$ cat config.mk
export PLATFORM = sky130hd
export DESIGN_NAME = awsig_filter
export DESIGN_NICKNAME = d
export VERILOG_FILES = /design/src/rtl/awsig_pkg.sv /design/src/rtl/sig_hash.sv /design/src/rtl/sig_store.sv /design/src/rtl/touch_track.sv /design/src/rtl/awsig_filter.sv
export SDC_FILE = /design/constraint.sdc
export NUM_CORES = 1
export LEC_CHECK = 0
export ABC_AREA = 1
export BUFFER_PORTS_ARGS = -buffer_cell sky130_fd_sc_hd__buf_2
export CAP_MARGIN = 20
export CORE_MARGIN = 3
export CORE_UTILIZATION = 27
export DETAILED_ROUTE_END_ITERATION = 6
export GPL_ROUTABILITY_DRIVEN = 0
export PLACE_DENSITY_LB_ADDON = 0.08
export SLEW_MARGIN = 20
export SYNTH_ARGS = -nofsm -noshare
export SYNTH_HDL_FRONTEND = slang
export SYNTH_SLANG_ARGS = --single-unit
$ cat constraint.sdc
create_clock -name clk -period 1.7 [get_ports clk]
set_input_delay 0.085 -clock clk [delete_from_list [all_inputs] [get_ports clk]]
set_output_delay 0.085 -clock clk [all_outputs]
set_load 0.03 [all_outputs]
$ cat src/rtl/awsig_pkg.sv
package awsig_pkg;
  localparam int unsigned SIG_BITS_DEF  = 256;
  localparam int unsigned ADDR_W_DEF    = 32;
  localparam int unsigned NUM_WORDS_DEF = 64;

  function automatic int unsigned clog2u(input int unsigned v);
    int unsigned r;
    r = 0;
    while ((1 << r) < v) r++;
    return (r == 0) ? 1 : r;
  endfunction
endpackage

$ cat src/rtl/sig_hash.sv
module sig_hash #(
  parameter int unsigned ADDR_W = 32,
  parameter int unsigned IDX_W  = 8
) (
  input  logic [ADDR_W-1:0] addr,
  output logic [IDX_W-1:0]  idx0,
  output logic [IDX_W-1:0]  idx1
);
  localparam int unsigned NCHUNK = (ADDR_W + IDX_W - 1) / IDX_W;
  localparam int unsigned PAD_W  = NCHUNK * IDX_W;

  logic [PAD_W-1:0] padded;
  logic [IDX_W-1:0] plain [NCHUNK];
  logic [IDX_W-1:0] rot   [NCHUNK];

  assign padded = PAD_W'(addr);

  for (genvar i = 0; i < NCHUNK; i++) begin : g_chunk
    localparam int unsigned R = (i + 1) % IDX_W;
    assign plain[i] = padded[i*IDX_W +: IDX_W];
    assign rot[i]   = IDX_W'((plain[i] << R) | (plain[i] >> (IDX_W - R)));
  end

  always_comb begin
    idx0 = '0;
    idx1 = '0;
    for (int i = 0; i < NCHUNK; i++) begin
      idx0 = idx0 ^ plain[i];
      idx1 = idx1 ^ rot[i];
    end
  end
endmodule

$ cat src/rtl/sig_store.sv
module sig_store #(
  parameter int unsigned SIG_BITS = 256,
  parameter int unsigned IDX_W    = 8
) (
  input  logic                clk,
  input  logic                rst,
  input  logic                clr,
  input  logic                imp_en,
  input  logic [SIG_BITS-1:0] imp_sig,
  input  logic                ins_en,
  input  logic [IDX_W-1:0]    ins_idx0,
  input  logic [IDX_W-1:0]    ins_idx1,
  output logic [SIG_BITS-1:0] filt
);
  logic [SIG_BITS-1:0] base, merged, ins_mask, nxt;

  always_comb begin
    base     = clr ? '0 : filt;
    merged   = base | (imp_en ? imp_sig : '0);
    ins_mask = '0;
    if (ins_en) begin
      ins_mask[ins_idx0] = 1'b1;
      ins_mask[ins_idx1] = 1'b1;
    end
    nxt = merged | ins_mask;
  end

  always_ff @(posedge clk) begin
    if (rst) filt <= '0;
    else     filt <= nxt;
  end

  // release with nothing merged leaves an empty filter
  assert_clear_on_release_R6: assert property (@(posedge clk) disable iff (rst)
    (clr && !imp_en && !ins_en) |=> (filt == '0));
  // both hashed bits present after an insert
  assert_insert_sets_R2: assert property (@(posedge clk) disable iff (rst)
    ins_en |=> (filt[$past(ins_idx0)] && filt[$past(ins_idx1)]));
  // imported bits all present next cycle
  assert_import_or_R7: assert property (@(posedge clk) disable iff (rst)
    imp_en |=> ((filt & $past(imp_sig)) == $past(imp_sig)));
  // without release no bit is ever lost
  assert_monotone_R8: assert property (@(posedge clk) disable iff (rst)
    !clr |=> ((filt & $past(filt)) == $past(filt)));
endmodule

$ cat src/rtl/touch_track.sv
module touch_track #(
  parameter int unsigned NUM_WORDS = 64,
  parameter int unsigned TW        = 6
) (
  input  logic          clk,
  input  logic          rst,
  input  logic          clr,
  input  logic          set_en,
  input  logic [TW-1:0] set_idx,
  output logic          look_hit
);
  logic [NUM_WORDS-1:0] touched, nxt;

  assign look_hit = touched[set_idx];

  always_comb begin
    nxt = clr ? '0 : touched;
    if (set_en) nxt[set_idx] = 1'b1;
  end

  always_ff @(posedge clk) begin
    if (rst) touched <= '0;
    else     touched <= nxt;
  end

  // the loaded word is marked next cycle
  assert_touch_set_R5: assert property (@(posedge clk) disable iff (rst)
    set_en |=> touched[$past(set_idx)]);
  // release without load leaves nothing marked
  assert_touch_clear_R5: assert property (@(posedge clk) disable iff (rst)
    (clr && !set_en) |=> (touched == '0));
endmodule

$ cat src/rtl/awsig_filter.sv
module awsig_filter
  import awsig_pkg::*;
#(
  parameter int unsigned SIG_BITS  = SIG_BITS_DEF,
  parameter int unsigned ADDR_W    = ADDR_W_DEF,
  parameter int unsigned NUM_WORDS = NUM_WORDS_DEF
) (
  input  logic                clk,
  input  logic                rst,
  input  logic                st_valid,
  input  logic                st_atomic,
  input  logic [ADDR_W-1:0]   st_addr,
  input  logic                ld_valid,
  input  logic                ld_atomic,
  input  logic                ld_registered,
  input  logic [ADDR_W-1:0]   ld_addr,
  input  logic                imp_valid,
  input  logic [SIG_BITS-1:0] imp_sig,
  input  logic                rel,
  output logic                q_valid,
  output logic                q_hit,
  output logic                q_inval,
  output logic                sig_out_valid,
  output logic [SIG_BITS-1:0] sig_out
);
  localparam int unsigned IDX_W = clog2u(SIG_BITS);
  localparam int unsigned TW    = clog2u(NUM_WORDS);

  logic [IDX_W-1:0]    s_h0, s_h1, l_h0, l_h1;
  logic [SIG_BITS-1:0] filt;
  logic                ins_en, qry_en, was_touched, raw_hit;

  assign ins_en = st_valid && st_atomic;
  assign qry_en = ld_valid && ld_atomic;

  sig_hash #(.ADDR_W(ADDR_W), .IDX_W(IDX_W)) u_st_hash (
    .addr(st_addr), .idx0(s_h0), .idx1(s_h1));
  sig_hash #(.ADDR_W(ADDR_W), .IDX_W(IDX_W)) u_ld_hash (
    .addr(ld_addr), .idx0(l_h0), .idx1(l_h1));

  sig_store #(.SIG_BITS(SIG_BITS), .IDX_W(IDX_W)) u_store (
    .clk(clk), .rst(rst), .clr(rel), .imp_en(imp_valid), .imp_sig(imp_sig),
    .ins_en(ins_en), .ins_idx0(s_h0), .ins_idx1(s_h1), .filt(filt));

  touch_track #(.NUM_WORDS(NUM_WORDS), .TW(TW)) u_touch (
    .clk(clk), .rst(rst), .clr(rel), .set_en(qry_en),
    .set_idx(ld_addr[TW-1:0]), .look_hit(was_touched));

  assign raw_hit = filt[l_h0] && filt[l_h1];

  always_ff @(posedge clk) begin
    if (rst) begin
      q_valid       <= 1'b0;
      q_hit         <= 1'b0;
      q_inval       <= 1'b0;
      sig_out_valid <= 1'b0;
      sig_out       <= '0;
    end else begin
      q_valid       <= qry_en;
      q_hit         <= qry_en && raw_hit;
      q_inval       <= qry_en && raw_hit && !ld_registered && !was_touched;
      sig_out_valid <= rel;
      if (rel) sig_out <= filt;
    end
  end

  // a result follows each atomic load and nothing else
  assert_result_follows_R3: assert property (@(posedge clk) disable iff (rst)
    qry_en |=> q_valid);
  assert_no_spurious_R3: assert property (@(posedge clk) disable iff (rst)
    !qry_en |=> (!q_valid && !q_hit));
  // invalidate only on a hit, never for a Registered word
  assert_inval_needs_hit_R4: assert property (@(posedge clk) disable iff (rst)
    q_inval |-> q_hit);
  assert_registered_safe_R4: assert property (@(posedge clk) disable iff (rst)
    (qry_en && ld_registered) |=> !q_inval);
  // export lasts one cycle after each release
  assert_export_pulse_R6: assert property (@(posedge clk) disable iff (rst)
    rel |=> sig_out_valid);
  assert_export_only_R6: assert property (@(posedge clk) disable iff (rst)
    !rel |=> !sig_out_valid);
endmodule

## Word level (Yosys, flattened, before mapping)

Cells that the tools add are included.
W data, S select, Z words.

| storage, ports and cells | value |
|---|---|
| input bits | 329 |
| logic and storage cells | 67 |
| register bits after elaboration | 580 |

| cells by class | value |
|---|---|
| muxes and demuxes | 17 |
| reduce and logical (&&, ||, !) cells | 11 |
| order comparisons | 8 |
| bitwise logic cells | 24 |

Operator list:

| cell | number |
|---|---|
| $mux W256 | 3 |
| $or A256 B256 Y256 | 3 |
| $mux W64 | 2 |
| $xor A8 B8 Y8 | 12 |
| $or A64 B64 Y64 | 1 |
| $lt A8 B9 Y1 const B | 4 |
| $bmux W1 S8 | 2 |
| $demux W1 S8 | 2 |
| $ge A8 B1 Y1 const B | 2 |
| $or A8 B1 Y8 | 2 |
| $or A8 B2 Y8 | 2 |
| $or A8 B3 Y8 | 2 |
| $or A8 B4 Y8 | 2 |
| $logic_and A1 B1 Y1 | 9 |
| $lt A6 B7 Y1 const B | 1 |
| $bmux W1 S6 | 1 |
| $demux W1 S6 | 1 |
| $ge A6 B1 Y1 const B | 1 |
| $mux W1 | 6 |
| $logic_not A1 Y1 | 2 |

## Longest topological paths before layout

| logic depth | value |
|---|---|
| depth after elaboration | 11 |
| gate-level depth with buffers | 19 |
| gate-level depth less buffers | 17 |

## Modules after synthesis

A second synthesis with hierarchy kept.

| second synthesis, totals | value |
|---|---|
| cells, all modules | 5,356 |
| area total of the unflattened synthesis | 32,562.5 um^2 |

Modules (own cells, without submodules):

| module | instances | area each (um^2) | sequential area each (um^2) | cells an instance |
|---|---|---|---|---|
| awsig_filter | 1 | 14,012.2 | 5,205.0 | 2,329 |
| sig_store | 1 | 13,412.9 | 5,124.9 | 2,081 |
| touch_track | 1 | 3,155.5 | 1,281.2 | 450 |
| sig_hash | 2 | 991.0 | 0.0 | 248 |

## Least setup slack after synthesis

Ideal clock, no wire load.

| timing path | value |
|---|---|
| kind | input to register |
| from | input port ld_addr[1] |
| to | register q_hit |
| slack | 0.001 ns |
| cell stages on the path | 17 |
| arrival time | 1.585 ns |
| cells stage by stage | buf_4 inv_2 nand2_1 nand2_2 nor2_1 nor2_1 buf_4 buf_2 nand3_1 nand3_1 nand3_1 nand3_1 nand3_1 nand3_1 nand3_1 nand3_1 nor2_1 |

| on the way | value |
|---|---|
| cells in the longest elaborated chain, start to end | 8 |
| elaborated cells on any way between the ends | 13 |

Ends and longest elaborated chain:

| what | RTL line | source |
|---|---|---|
| from (decl) | awsig_filter.sv:16 | `input logic [ADDR_W-1:0] ld_addr,` |
| $or A8 B1 Y8 | sig_hash.sv:21 | `assign rot[i] = IDX_W'((plain[i] << R) \| (plain[i] >> (IDX_W - R)));` |
| $xor A8 B8 Y8 (3 in series) | sig_hash.sv:29 | `idx1 = idx1 ^ rot[i];` |
| $bmux W1 S8 | awsig_filter.sv:49 | `assign raw_hit = filt[l_h0] && filt[l_h1];` |
| $mux W1 (not written as such) | awsig_filter.sv:49 |  |
| $logic_and A1 B1 Y1 (*) | awsig_filter.sv:49 |  |
| $logic_and A1 B1 Y1 (*) | awsig_filter.sv:60 | `q_hit <= qry_en && raw_hit;` |
| to (signal assigned) | awsig_filter.sv:60 |  |
| to (decl) | awsig_filter.sv:21 | `output logic q_hit,` |

Mark *: on every way between the ends. The rest lies on a longest branch, timed or not. The select of a mux whose other input is x is not followed.
A chain may end at the register's enable or synchronous reset.

## Worst setup path after layout

| timing path | value |
|---|---|
| from | input port ld_addr[1] |
| to | register q_inval |

| on the way | value |
|---|---|
| cells in the longest elaborated chain, start to end | 10 |
| elaborated cells on any way between the ends | 18 |

Ends and longest elaborated chain:

| what | RTL line | source |
|---|---|---|
| $or A8 B1 Y8 | sig_hash.sv:21 |  |
| $xor A8 B8 Y8 (3 in series) | sig_hash.sv:29 |  |
| $bmux W1 S8 | awsig_filter.sv:49 |  |
| $mux W1 (not written as such) | awsig_filter.sv:49 |  |
| $logic_and A1 B1 Y1 | awsig_filter.sv:49 |  |
| $logic_and A1 B1 Y1 (2 in series) | awsig_filter.sv:61 | `q_inval <= qry_en && raw_hit && !ld_registered && !was_touched;` |
| $logic_and A1 B1 Y1 (*) | awsig_filter.sv:61 |  |
| to (signal assigned) | awsig_filter.sv:61 |  |
| to (decl) | awsig_filter.sv:22 | `output logic q_inval,` |

Marked as above.

==> flow_metrics.env <==
export IMPL_layout_drive_gt1_share=0.248
export IMPL_ys_ff_latch=580
export IMPL_routed_wl_um=181000
export IMPL_crit_family="simple AND/OR/NAND/NOR gates"
export IMPL_slew_violations=0
export IMPL_crit_buf_inv=6
export IMPL_worstSetupStartpointType="input port"
export IMPL_cts_sinks=580
export IMPL_path_class="input port to register"
export IMPL_ioPinCount=589
export IMPL_hold_path_class="input port to register"
export IMPL_crit_arrival_ns=2.25
export IMPL_syn_instance_count=4343
export IMPL_crit_chain="buf_4 > buf_4 > nand2_1 > nand2_4 > buf_12 > xnor2_4 > buf_12 > buf_12 > clkbuf_16 > o211ai_1 > nand3_1 > nand3_1 > nand3_2 > nand3_2 > nand3_2 > nand3_2 > nand2_2 > nor3_2"
export IMPL_path_max_fanout=8
export IMPL_rows=121
export IMPL_root_buffer="clkbuf_16"
export IMPL_max_slew_margin_rel=0.590
export IMPL_grt_pass1_wl_um=249000
export IMPL_cap_violations=0
export IMPL_slowest_stage="clkbuf_16"
export IMPL_portBuffers=588
export IMPL_syn_to_final_growth_pct=48.2
export IMPL_htree_levels=3
export IMPL_wire_per_inst_um=26.3
export IMPL_ant_nets=0
export IMPL_ys_top_cells_by_area="dfxtp_1 (39%), nand2_1 (15%), nand3_1 (10%)"
export IMPL_post_route_min_period_ns=1.67
export IMPL_synth_cell_type_count=35
export IMPL_track_usage=0.289
export IMPL_grt_pass1_vias=35598
export IMPL_power_leakage_nw=17.8
export IMPL_vias=37181
export IMPL_grt_start_max_net_pins=117
export IMPL_holdWs_ns=0.0658
export IMPL_synth_net_count=4672
export IMPL_die_y_um=340
export IMPL_setup_viol_count_final=0
export IMPL_final_util=0.407
export IMPL_synth_top_cell_by_area="dfxtp_1"
export IMPL_synth_avg_cell_area_sq_um=6.94
export IMPL_dp_hpwl_um=128000
export IMPL_start_util=0.274
export IMPL_fmax_ghz=0.598
export IMPL_fin_crit_sh=0.984
export IMPL_grt_ovfl_total=0
export IMPL_worst_setup_hold_path_clk_slew_ns=0.06
export IMPL_rsz0062_at_grt="true"
export IMPL_clock_latency_ns=0.66
export IMPL_powerDensity_nw_per_um2=1010
export IMPL_viasPerCell=5.41
export IMPL_dieArea_sq_um=116000
export IMPL_clockBufferDepth=3
export IMPL_path_common_cell="nand3_2"
export IMPL_drt_first_pass_iters=6
export IMPL_critical_path_max_stage_delay_ns=0.17
export IMPL_final_cells=6874
export IMPL_synth_top_area_frac=0.385
export IMPL_die_x_um=340
export IMPL_ir_drop_mv=0.662
export IMPL_nets=5673
export IMPL_drt_iter0_markers=4305
export IMPL_synth_area_sq_um=30100
export IMPL_worst_ep_required_time_ns=2.28
export IMPL_cts_tree="yes"
export IMPL_dp_cells=6434
export IMPL_cts_made_buffers=75
export IMPL_synth_seq_area_share=0.385
export IMPL_route_detailed_drc=0
export IMPL_antenna_found_initial=3
export IMPL_outcome="completed"
export IMPL_p_total_mw=45.1
export IMPL_tightest_slew_ns=0.615
export IMPL_yosysWarnings=0
export IMPL_cp_end_kind="register"
export IMPL_core_sq_um=110000
export IMPL_finalHoldViolations=0
export IMPL_fin_skew_ns=0.0342
worst register-to-register path, delay by kind of cell, from the launching register on:
| family | cells | cell delay (ns) |
|---|---|---|
| simple gates | 11 | 1.09 |
| flops | 1 | 0.50 |
layout by cell type (no fill, tap or decap), types with 9 or more instances in the layout:
cell type      instances
nand2_1             1203
buf_2                583
nand3_1              578
dfxtp_1              556
a21oi_1              523
buf_4                300
a22oi_1              264
dlygate4sd3_1        262
o22ai_1              256
buf_12               137
inv_1                113
clkbuf_16             92
nor2_1                86
a211oi_1              54
xor2_1                45
nand3_2               44
nand2_2               38
o211ai_1              35
xnor2_1               26
dfxtp_2               24
clkbuf_1              11
clkbuf_8              11
clkinv_2              11
buf_6                 10
nor2_2                 9
power by group:
| group | internal, mW | switching (mW) | leakage, nW | total, mW |
|---|---|---|---|---|
| logic | 5.23 | 8.41 | 11.8 | 13.6 |
| clock network | 9.89 | 6.68 | 1.23 | 16.6 |
| registers | 14.2 | 0.728 | 4.75 | 14.9 |
| total | 29.3 | 15.8 | 17.8 | 45.1 |
logic make-up after synthesis:
logic type                share of synthesized area
and+or+nand+nor                               0.278
xor gates and xnor gates                     0.0270
buffers and inverters                        0.0752
DFF                                           0.385
AOI/OAI and AO/OA                             0.234
what timing repair did:
action                     in CTS  in global routing
pin swaps                       0                 34
hold endpoints to repair      364                  0
buffers inserted                0                 23
resized for setup               7                125
hold buffers                  262                  0
cloned                          0                 24
setup endpoints to repair      87                 26
stage by stage:
| stage | worst slack [ns] | area [sq um] | TNS, ns |
|---|---|---|---|
| floorplan | 0.000801 | 30100 | 0 |
| global placement | -0.944 | 38200 | -153.23 |
| detailed placement | -0.919 | 38200 | -151.53 |
| CTS | 0.00271 | 43400 | 0 |
| global route | -0.0314 | 44700 | -0.0634 |
| finish | 0.0270 | 44700 | 0 |
flip-flops by register name, indices dropped and copies added (netlist names):
signal,flops
q_valid,1
q_hit,1
sig_out,256
u_touch.touched,64
sig_out_valid,1
q_inval,1
u_store.filt,256
final cells by class:
| type | count | area (sq um) |
|---|---|---|
| multi-input cells | 3240 | 16900 |
| diodes | 1 | 2.50 |
| clock buffers | 97 | 2080 |
| inverters | 132 | 531 |
| flip-flops and latches | 580 | 11600 |
| clock inverters | 33 | 432 |
| fillers | 11591 | 65100 |
| repair buffers | 1315 | 11200 |
| well taps | 1476 | 1850 |
path summary, 6_finish.rpt:
| path | startpoint | end | slack [ns] | depth (start not counted) |
|---|---|---|---|---|
| worst max-delay path | ld_addr[1] | q_inval | 0.03 | 18 |
| worst min register to register | sig_out[110] | sig_out[110] | 0.46 | 2 |
| worst max register to register | u_store.filt[234] | q_inval | 0.07 | 11 |
| worst min-delay path | ld_addr[1] | u_touch.touched[22] | 0.07 | 6 |
Yosys cell counts:
master,instances
a211oi_1,54
clkinv_1,8
nand2_1,1242
nor2_2,2
nor3_2,1
nand2_2,7
nand2_4,1
xor2_1,52
buf_4,26
nand3_1,624
nor2_4,1
o211ai_1,35
a221oi_1,8
a21oi_1,524
o31ai_1,1
inv_2,9
xnor2_1,26
inv_1,115
o21ai_0,1
buf_1,24
o2bb2ai_1,1
a22oi_1,264
xor2_2,3
o211ai_2,1
xnor2_2,5
buf_6,8
o22ai_1,256
nor2_1,96
nor3_1,8
dfxtp_1,580
buf_2,106
clkbuf_1,230
nand3b_1,8
a22o_1,8
nand4_1,8
routing by layer:
layer	vias to the layer above	track usage	part of all wire
met1	17868	0.377	0.42
met2	1753	0.470	0.46
met4	0	0.127	0.047
met3	374	0.0464	0.075
li1	17186	-	-
met5	-	0	0
Power figures use the tool's default switching activity.
